$ cat src/rtl/pa_pkg.sv
package pa_pkg;
   localparam logic [1:0] A_CTRL = 2'd0;
   localparam logic [1:0] A_CNTH = 2'd1;
   localparam logic [1:0] A_CNTL = 2'd2;
   localparam logic [1:0] A_FLAG = 2'd3;

   typedef struct packed {
      logic       sys_en;
      logic       gated;
      logic       pol;
      logic [1:0] clk_sel;
      logic       ovf_ie;
      logic       edge_ie;
   } ctrl_t;
endpackage

$ cat src/rtl/pa_sync.sv
module pa_sync #(
   parameter int STAGES = 2
) (
   input  logic clk,
   input  logic rst_n,
   input  logic d,
   output logic q
);
   generate
      if (STAGES < 2) begin : g_bad
         $error("pa_sync needs at least two stages");
      end
   endgenerate

   logic [STAGES-1:0] chain;

   always_ff @(posedge clk or negedge rst_n) begin
      if (!rst_n) chain <= '0;
      else        chain <= {chain[STAGES-2:0], d};
   end

   assign q = chain[STAGES-1];
endmodule

$ cat src/rtl/pa_prescale.sv
module pa_prescale #(
   parameter int DIV_BITS = 6
) (
   input  logic clk,
   input  logic rst_n,
   output logic tick
);
   generate
      if (DIV_BITS < 1) begin : g_bad
         $error("pa_prescale needs DIV_BITS >= 1");
      end
   endgenerate

   logic [DIV_BITS-1:0] div_q;

   always_ff @(posedge clk or negedge rst_n) begin
      if (!rst_n) div_q <= '0;
      else        div_q <= div_q + 1'b1;
   end

   assign tick = &div_q;

   // a terminal count is never followed directly by another
   p_tick_spacing_r3: assert property (@(posedge clk) disable iff (!rst_n)
      tick |=> !tick);
endmodule

$ cat src/rtl/pa_byte_cnt.sv
module pa_byte_cnt #(
   parameter int W = 8
) (
   input  logic         clk,
   input  logic         rst_n,
   input  logic         inc,
   input  logic         ld,
   input  logic [W-1:0] ld_val,
   output logic [W-1:0] cnt,
   output logic         full
);
   always_ff @(posedge clk or negedge rst_n) begin
      if (!rst_n)   cnt <= '0;
      else if (ld)  cnt <= ld_val;
      else if (inc) cnt <= cnt + 1'b1;
   end

   assign full = &cnt;
endmodule

$ cat src/rtl/pulse_acc_top.sv
module pulse_acc_top
   import pa_pkg::*;
#(
   parameter int BYTE_W      = 8,
   parameter int SYNC_STAGES = 2,
   parameter int PRE_BITS    = 6
) (
   input  logic              clk,
   input  logic              rst_n,
   input  logic [1:0]        reg_addr,
   input  logic              reg_wr,
   input  logic [BYTE_W-1:0] reg_wdata,
   output logic [BYTE_W-1:0] reg_rdata,
   input  logic              lo_cnt_en,
   input  logic              hi_cnt_en,
   input  logic              pin_in,
   output logic              edge_irq,
   output logic              ovf_irq
);
   localparam int NBYTES = 2;
   localparam int CTRL_W = $bits(ctrl_t);

   generate
      if (BYTE_W < CTRL_W + 1) begin : g_bad_w
         $error("BYTE_W too narrow for the control byte");
      end
   endgenerate

   ctrl_t             ctrl_q;
   logic [BYTE_W-1:0] hold_q;
   logic              edge_flag, ovf_flag;
   logic              pin_s, pin_d;
   logic              tick;

   pa_sync #(.STAGES(SYNC_STAGES)) u_sync (
      .clk(clk), .rst_n(rst_n), .d(pin_in), .q(pin_s));

   pa_prescale #(.DIV_BITS(PRE_BITS)) u_pre (
      .clk(clk), .rst_n(rst_n), .tick(tick));

   always_ff @(posedge clk or negedge rst_n) begin
      if (!rst_n) pin_d <= 1'b0;
      else        pin_d <= pin_s;
   end

   logic rise, fall, sel_edge, gate_on, step, split_ev;
   assign rise     = pin_s & ~pin_d;
   assign fall     = ~pin_s & pin_d;
   assign sel_edge = ctrl_q.pol ? rise : fall;
   assign gate_on  = pin_s ^ ctrl_q.pol;
   assign step     = ctrl_q.sys_en & (ctrl_q.gated ? (tick & gate_on) : sel_edge);
   assign split_ev = ~ctrl_q.sys_en & sel_edge;

   logic wr_ctrl, wr_hi, wr_lo, wr_flag;
   assign wr_ctrl = reg_wr && reg_addr == A_CTRL;
   assign wr_hi   = reg_wr && reg_addr == A_CNTH;
   assign wr_lo   = reg_wr && reg_addr == A_CNTL;
   assign wr_flag = reg_wr && reg_addr == A_FLAG;

   logic [NBYTES-1:0][BYTE_W-1:0] cnt, ld_val;
   logic [NBYTES-1:0]             inc, ld, full;

   always_comb begin
      inc[0]    = ctrl_q.sys_en ? step : (lo_cnt_en & split_ev);
      inc[1]    = ctrl_q.sys_en ? (step & full[0]) : (hi_cnt_en & split_ev);
      ld[0]     = wr_lo;
      ld_val[0] = reg_wdata;
      ld[1]     = ctrl_q.sys_en ? wr_lo : wr_hi;
      ld_val[1] = ctrl_q.sys_en ? hold_q : reg_wdata;
   end

   generate
      for (genvar b = 0; b < NBYTES; b++) begin : g_byte
         pa_byte_cnt #(.W(BYTE_W)) u_byte (
            .clk(clk), .rst_n(rst_n), .inc(inc[b]), .ld(ld[b]),
            .ld_val(ld_val[b]), .cnt(cnt[b]), .full(full[b]));
      end
   endgenerate

   logic ovf_set, edge_set;
   assign ovf_set  = ctrl_q.sys_en & step & full[0] & full[1] & ~wr_lo;
   assign edge_set = ctrl_q.sys_en & sel_edge;

   always_ff @(posedge clk or negedge rst_n) begin
      if (!rst_n) begin
         ctrl_q    <= '0;
         hold_q    <= '0;
         edge_flag <= 1'b0;
         ovf_flag  <= 1'b0;
      end else begin
         if (wr_ctrl) ctrl_q <= ctrl_t'(reg_wdata[CTRL_W-1:0]);
         if (wr_hi && ctrl_q.sys_en) hold_q <= reg_wdata;
         edge_flag <= edge_set | (edge_flag & ~(wr_flag & reg_wdata[0]));
         ovf_flag  <= ovf_set  | (ovf_flag  & ~(wr_flag & reg_wdata[1]));
      end
   end

   always_comb begin
      case (reg_addr)
         A_CTRL:  reg_rdata = BYTE_W'({1'b0, ctrl_q});
         A_CNTH:  reg_rdata = cnt[1];
         A_CNTL:  reg_rdata = cnt[0];
         default: reg_rdata = BYTE_W'({ovf_flag, edge_flag});
      endcase
   end

   assign edge_irq = edge_flag & ctrl_q.edge_ie;
   assign ovf_irq  = ovf_flag & ctrl_q.ovf_ie;

   // a counted step from all ones wraps to zero and raises the flag
   p_ovf_wrap_r7: assert property (@(posedge clk) disable iff (!rst_n)
      (ctrl_q.sys_en && step && full[0] && full[1] && !reg_wr)
      |=> (cnt[0] == '0 && cnt[1] == '0 && ovf_flag));

   // carry out of the low byte moves the high byte
   p_carry_r5: assert property (@(posedge clk) disable iff (!rst_n)
      (ctrl_q.sys_en && step && full[0] && !full[1] && !reg_wr)
      |=> cnt[1] == $past(cnt[1]) + 1'b1);

   // split mode never raises the edge flag
   p_split_no_flag_r6: assert property (@(posedge clk) disable iff (!rst_n)
      (!ctrl_q.sys_en && !edge_flag) |=> !edge_flag);

   // a staged high-byte write leaves the count alone
   p_stage_hi_r9: assert property (@(posedge clk) disable iff (!rst_n)
      (wr_hi && ctrl_q.sys_en && !step) |=> cnt[1] == $past(cnt[1]));

   // writing 1 clears the overflow flag when no new wrap occurs
   p_w1c_r8: assert property (@(posedge clk) disable iff (!rst_n)
      (wr_flag && reg_wdata[1] && !ovf_set) |=> !ovf_flag);
endmodule

$ cat config.mk
export PLATFORM = sky130hd
export DESIGN_NAME = pulse_acc_top
export DESIGN_NICKNAME = d
export VERILOG_FILES = /design/src/rtl/pa_pkg.sv /design/src/rtl/pa_sync.sv /design/src/rtl/pa_prescale.sv /design/src/rtl/pa_byte_cnt.sv /design/src/rtl/pulse_acc_top.sv
export SDC_FILE = /design/constraint.sdc
export NUM_CORES = 1
export LEC_CHECK = 0
export BUFFER_PORTS_ARGS = -buffer_cell sky130_fd_sc_hd__buf_2
export CORE_MARGIN = 8
export CORE_UTILIZATION = 37
export DETAILED_ROUTE_END_ITERATION = 8
export PLACE_DENSITY = 0.52
export SYNTH_ARGS = -nofsm -noshare
export SYNTH_HDL_FRONTEND = slang
export SYNTH_HIERARCHICAL = 1
export SYNTH_SLANG_ARGS = --single-unit
$ cat constraint.sdc
create_clock -name clk -period 5.9 [get_ports clk]
set_input_delay 0.885 -clock clk [delete_from_list [all_inputs] [get_ports clk]]
set_output_delay 0.885 -clock clk [all_outputs]
set_load 0.03 [all_outputs]
==> run_results.csv, run 1 <==
group,metric,value,unit
worst_setup_path,critPathCapture,"reg_rdata[2]",
worst_setup_path,reg2reg_from,"ctrl_q[4]",
yosys,yosysSeqAreaShare,45.9,%
finish,diodes,0,
worst_setup_path,worst-path-max-fanout,15,
route,totalWireLength,5300,um
worst_setup_path,r2r_end,"g_byte[1].u_byte/cnt[7]",
worst_setup_path,r2r_setup_slack,3.50,ns
finish,synthToLayoutAreaGrowth,11.4,%
floorplan,start_util,38.4,%
sta,fin_tns_setup,0,ns
yosys,ys_ff_latch,42,
grt,grt_pass1_wl,9070,um
grt,track_usage,13.1,%
grt,grt_remaining_overflow,0,
power,power_density,348,nW/um^2
grt,first_global_vias,1700,
grt,antenna_found_initial,0,
floorplan,core,5960,sq um
route,viasPerCell,5.25,
finish,final_nets,258,
clock_tree,htree_levels,2,
sta,tightest_slew,1.17,ns
floorplan,dieArea,8960,sq um
place,hpwl,3760,um
sta,fin_crit,2.97,ns
sta,slew_headroom,21.9,%
route,vias,1653,
yosys,syn_nets,238,
power,power.leakage,1.08,nW
worst_setup_path,endpoint_kind,"primary output",
worst_setup_path,critPathLaunchType,"input port",
sta,setup_viol,0,
grt,grt_max_degree,43,
place,port_buffers,25,
yosys,synth_cells,219,
finish,layout-drive-gt1-share,27.1,%
clock_tree,cts_tree,"done",
power,ir_drop,0.000146,V
floorplan,dieHeight,94.7,um
route,ant_nets,0,
yosys,syn_area_per_cell,10.5,sq um
worst_setup_path,cp.required,5.02,ns
yosys,yosysWarnings,6,
sta,drv_slew,0,
yosys,syn-cell-area,2290,sq um
yosys,synthArstFlopShare,100,%
sta,hold_violations,0,
worst_setup_path,crit_top_cell,"buf_2",
clock_tree,cts_buffer_depth,2,
yosys,synth_edf_count,0,
sta,fin_skew,0.00760,ns
worst_setup_path,reg2regPathDepth,7,
sta,clock.fmax,0.336,GHz
power,total_power,0.000888,W
worst_setup_path,crit_chain,"buf_2 -> nor2b_1 -> nand2_1 -> o21ai_0 -> buf_2",
worst_setup_path,cp_slowest_cell,"nor2b_1",
route,drt_iter0_drc,106,
clock_tree,path_clk_slew,0.08,ns
yosys,synth-main-ff-cell,"dfrtp_1",
worst_setup_path,worstSetupPathType,"input port to primary output",
sta,finalCritPeriodShare,50.4,%
clock_tree,cts_buffers,5,
worst_setup_path,cp.arrival,2.09,ns
sta,grt_setup_unrepaired,"false",
clock_tree,clk_latency,0.30,ns
clock_tree,cts_setup_buffers,0,
route,dr.pass1.iters,4,
route,avgRoutedWirePerCell,16.8,um
place,gp_congestion,0.742,
floorplan,fp.dieW,94.7,um
clock_tree,cts_hold_buf,0,
route,post-route-drc-count,0,
status,outcome,"completed",
worst_setup_path,startpoint,"reg_addr[0]",
yosys,synthDistinctLibCells,31,
clock_tree,cts-root-buf,"clkbuf_8",
floorplan,rows,28,
worst_setup_path,max_stage_delay,0.48,ns
clock_tree,cts_sinks,42,
clock_tree,cts_resized,0,
hold_path,hold_class,"register to register",
floorplan,pin_count,26,
flow_run,drv_cap,0,
finish,fillers,599,
-- Yosys cell counts, types with 2 or more instances --
library cell,count,area share (%)
inv_1,2,0.33
or4_1,6,2.0
buf_4,5,1.6
nand2_1,32,5.2
o21ai_1,6,1.3
xor2_1,9,3.4
and2_1,2,0.55
nor2b_1,7,1.9
nand4_1,7,1.9
a21oi_1,2,0.44
nor2_2,2,0.55
buf_2,4,0.87
a22o_1,2,0.77
clkbuf_1,3,0.49
nand4_2,2,1.1
dfrtp_1,42,46
o21ai_0,19,4.2
mux2_2,16,7.9
nand3_1,16,3.5
xnor2_1,4,1.5
ha_1,3,1.6
mux2i_1,6,2.6
mux4_2,2,2.0
nor2_1,7,1.1
mux2_4,6,3.9
nand3_2,2,0.87
-- final cells by class --
cell class / count / area [sq um] / area share [%]
Tap cell: 75 / 93.8 / 3.68
Inverter: 2 / 7.51 / 0.294
Timing Repair Buffer: 25 / 125 / 4.91
Sequential cell: 42 / 1050 / 41.2
Multi-Input combinational cell: 163 / 1160 / 45.6
Clock buffer: 8 / 110 / 4.32
-- power breakdown --
group	internal, W	switching, W	leakage, nW
clock network	0.000118	0.000101	0.0575
logic	0.000109	0.000119	0.520
registers	0.000353	0.0000881	0.506
total	0.000580	0.000308	1.08
-- registers in the layout, summed over array words and instances (netlist names) --
name               cells
hold_q                 8
edge_flag              1
u_pre/div_q            6
u_sync/chain           2
pin_d                  1
ctrl_q                 7
g_byte.u_byte/cnt     16
ovf_flag               1
-- metrics by stage --
step	util (%)	hold slack, ns	area (sq um)	worst slack (ns)	cells
2_1_floorplan	-	0.331	2290	2.96	219
3_3_place_gp	41.0	0.354	2440	2.94	307
3_5_place_dp	41.0	0.348	2440	2.93	307
4_1_cts	42.8	0.370	2550	2.93	315
5_1_grt	42.8	0.387	2550	2.79	315
6_report	42.8	0.366	2550	2.93	315
-- kinds of logic after synthesis --
group / after synthesis / synth area share [%]
simple gates: 86 / 20.3
flops: 42 / 45.9
compound gates: 31 / 7.49
mux: 30 / 16.4
buf+inv: 14 / 3.33
xor+xnor: 13 / 4.97
fa+ha+maj: 3 / 1.64
-- how the worst min path moves through the flow --
stage,to,cells after the start,start
after floorplan,u_sync/chain[1],0,u_sync/chain[0]
after global placement,u_sync/chain[1],0,u_sync/chain[0]
after detailed placement,u_sync/chain[1],0,u_sync/chain[0]
after CTS,u_sync/chain[1],0,u_sync/chain[0]
after global routing,u_sync/chain[1],0,u_sync/chain[0]
final,u_sync/chain[1],0,u_sync/chain[0]
-- placed cells by master (no fill, tap or decap), drive strengths merged, types with 4 or more instances in the layout --
cell type  count
xor2           9
xnor2          4
or4            6
mux2i          6
dfrtp         42
buf           25
nand2         32
nor2b          7
nand3         18
nand4          9
clkbuf         8
o21ai         25
nor2           9
mux2          22
-- critical path, delay by kind of cell --
family	cells	cell delay, ns
AO/OA/AOI/OAI	1	0.11
AND/OR/NAND/NOR	2	0.58
buffers and inverters	2	0.51
-- metal layers --
metal	wire length, um	GRT usage (%)
met4	40	3.12
met2	2230	19.1
met5	0	0
met3	281	3.57
met1	2750	18.7
Power figures use the tool's default switching activity.
==> run 2, diff against run 1 <==
clock period = 3.1 ns   (was 5.9 ns; I/O delays follow)
==> run 2 against run 1 <==
Net effect: worst hold slack got worse by 0.10 ns; critical path depth is 4 higher; sequential cell count unchanged; total power grew 94%; routed wire length down 0.47%; global-route usage shrank 0.39 points; clock skew increased by 0.0034 ns; non-clock buffer count is 2 higher; combinational power up 100%; sequential share of layout area fell by 0.28 points.
==> run_results.csv, run 2 (synthesis results as in run 1) <==
group,metric,value,unit
place,hpwl,3840,um
sta,fin_crit,2.29,ns
route,avgRoutedWirePerCell,16.6,um
finish,diodes,0,
clock_tree,cts-root-buf,"clkbuf_8",
finish,final_common_cell,"dfrtp_1",
route,met3_length,289,um
sta,tightest_slew,0.934,ns
route,post-route-drc-count,0,
flow_run,drv_cap,0,
finish,top_register,"g_byte.u_byte/cnt",
clock_tree,htree_levels,2,
status,outcome,"completed",
route,wl_met2,2250,um
route,highest_layer,"met4",
worst_setup_path,cp.required,3.33,ns
grt,grt_max_degree,43,
route,dr.pass1.iters,4,
finish,layout_common_cells,"42 x dfrtp_1, 32 x nand2_1, 25 x buf_2",
floorplan,start_util,38.4,%
clock_tree,cts_sinks,42,
worst_setup_path,r2r_end,"g_byte[1].u_byte/cnt[7]",
place,port_buffers,25,
finish,top_regs,"g_byte.u_byte/cnt: 16 flops, hold_q: 8 flops, ctrl_q: 7 flops",
grt,first_global_vias,1630,
clock_tree,cts_tree,"done",
finish,layout-drive-gt1-share,27.7,%
sta,fin_skew,0.0110,ns
power,power.leakage,1.10,nW
route,drt_iter0_drc,86,
finish,final_nets,260,
power,total_power,0.00172,W
worst_setup_path,critPathCapture,"g_byte[1].u_byte/cnt[7]",
worst_setup_path,endpoint_kind,"register",
clock_tree,cts_buffers,5,
clock_tree,cts_resized,0,
worst_setup_path,crit_chain,"ha_1 -> nand2_1 -> nor2_1 -> nand3_1 -> o21ai_0 -> a32o_1 -> nand4_2 -> or4_1 -> nand3_1",
finish,synthToLayoutAreaGrowth,12.1,%
finish,largest_reg_flops,16,
clock_tree,cts_hold_buf,0,
clock_tree,cts_buffer_depth,2,
sta,setup_viol,0,
grt,grt_pass1_wl,8670,um
sta,grt_setup_unrepaired,"false",
floorplan,rows,28,
route,drt-met1-wl,2690,um
worst_setup_path,crit_top_cell,"nand3_1",
power,power_density,670,nW/um^2
grt,antenna_found_initial,0,
power,ir_drop,0.000392,V
route,ant_nets,0,
floorplan,core,5960,sq um
worst_setup_path,reg2regPathDepth,9,
floorplan,dieArea,8960,sq um
sta,hold_violations,0,
sta,setup_slack,0.815,ns
worst_setup_path,startpoint,"u_pre/div_q[0]",
floorplan,pin_count,26,
sta,clock.fmax,0.438,GHz
place,gp_congestion,0.763,
worst_setup_path,reg2reg_from,"u_pre/div_q[0]",
clock_tree,clk_latency,0.30,ns
worst_setup_path,cp.arrival,2.51,ns
place,dp.cells,309,
sta,fin_tns_setup,0,ns
sta,drv_slew,0,
worst_setup_path,worstSetupPathType,"register to register",
grt,grt_remaining_overflow,0,
worst_setup_path,cp_slowest_cell,"or4_1",
clock_tree,cts_setup_buffers,0,
worst_setup_path,critPathLaunchType,"register",
grt,track_usage,12.7,%
worst_setup_path,max_stage_delay,0.43,ns
finish,fin_cells,317,
clock_tree,path_clk_slew,0.09,ns
route,totalWireLength,5270,um
place,post-place-ws,0.841,ns
route,viasPerCell,5.13,
floorplan,fp.dieW,94.7,um
worst_setup_path,r2r_setup_slack,0.81,ns
floorplan,dieHeight,94.7,um
hold_path,hold_class,"input port to register",
worst_setup_path,worst-path-max-fanout,6,
sta,finalCritPeriodShare,73.7,%
sta,slew_headroom,37.8,%
route,vias,1625,
-- run 2: changes by cell type in the layout (fill, tap and decap cells not counted) --
cell	delta
inv_6	+1
buf_4	+2
clkbuf_8	-3
clkinv_2	+1
bufinv_16	+1
-- run 2: stage by stage --
step,cell area (sq um),hold slack (ns),utilization (%)
after floorplan,2290,0.169,-
after global placement,2450,0.333,41.2
after detailed placement,2450,0.346,41.2
after CTS,2570,0.256,43.1
after global routing,2570,0.251,43.1
final,2570,0.265,43.1
-- run 2: critical path: cells and delay by family (launching register included) --
kind	cells	cell delay (ns)
AOI/OAI and AO/OA	2	0.58
adders and majority gates	1	0.22
and+or+nand+nor	6	1.02
DFF	1	0.39
-- run 2: area by class of cell --
type | count | area, sq um
Tap cell | 75 | 93.8
Fill cell | 604 | 3390
Sequential cell | 42 | 1050
Inverter | 2 | 7.51
Multi-Input combinational cell | 163 | 1160
Clock buffer | 5 | 68.8
Clock inverter | 3 | 43.8
Timing Repair Buffer | 27 | 140
-- run 2: how the worst min path moves through the flow --
stage,start,to,slack (ns),cells past startpoint
global route,pin_in,u_sync/chain[0],0.25,1
global placement,u_sync/chain[0],u_sync/chain[1],0.33,0
CTS,pin_in,u_sync/chain[0],0.26,1
detailed placement,u_sync/chain[0],u_sync/chain[1],0.35,0
floorplan,rst_n,ctrl_q[0],0.17,0
finish,pin_in,u_sync/chain[0],0.26,1
-- run 2: routing by layer --
| layer | up-vias | global-route usage (%) |
|---|---|---|
| li1 | 824 | - |
| met1 | 759 | 18.1 |
| met5 | - | 0 |
| met4 | 0 | 4.03 |
| met3 | 4 | 3.17 |
| met2 | 38 | 18.3 |
-- run 2: power breakdown --
part	internal [W]	total, W	switching [W]
sequential	0.000671	0.000824	0.000153
combinational	0.000211	0.000455	0.000245
clock	0.000242	0.000441	0.000199
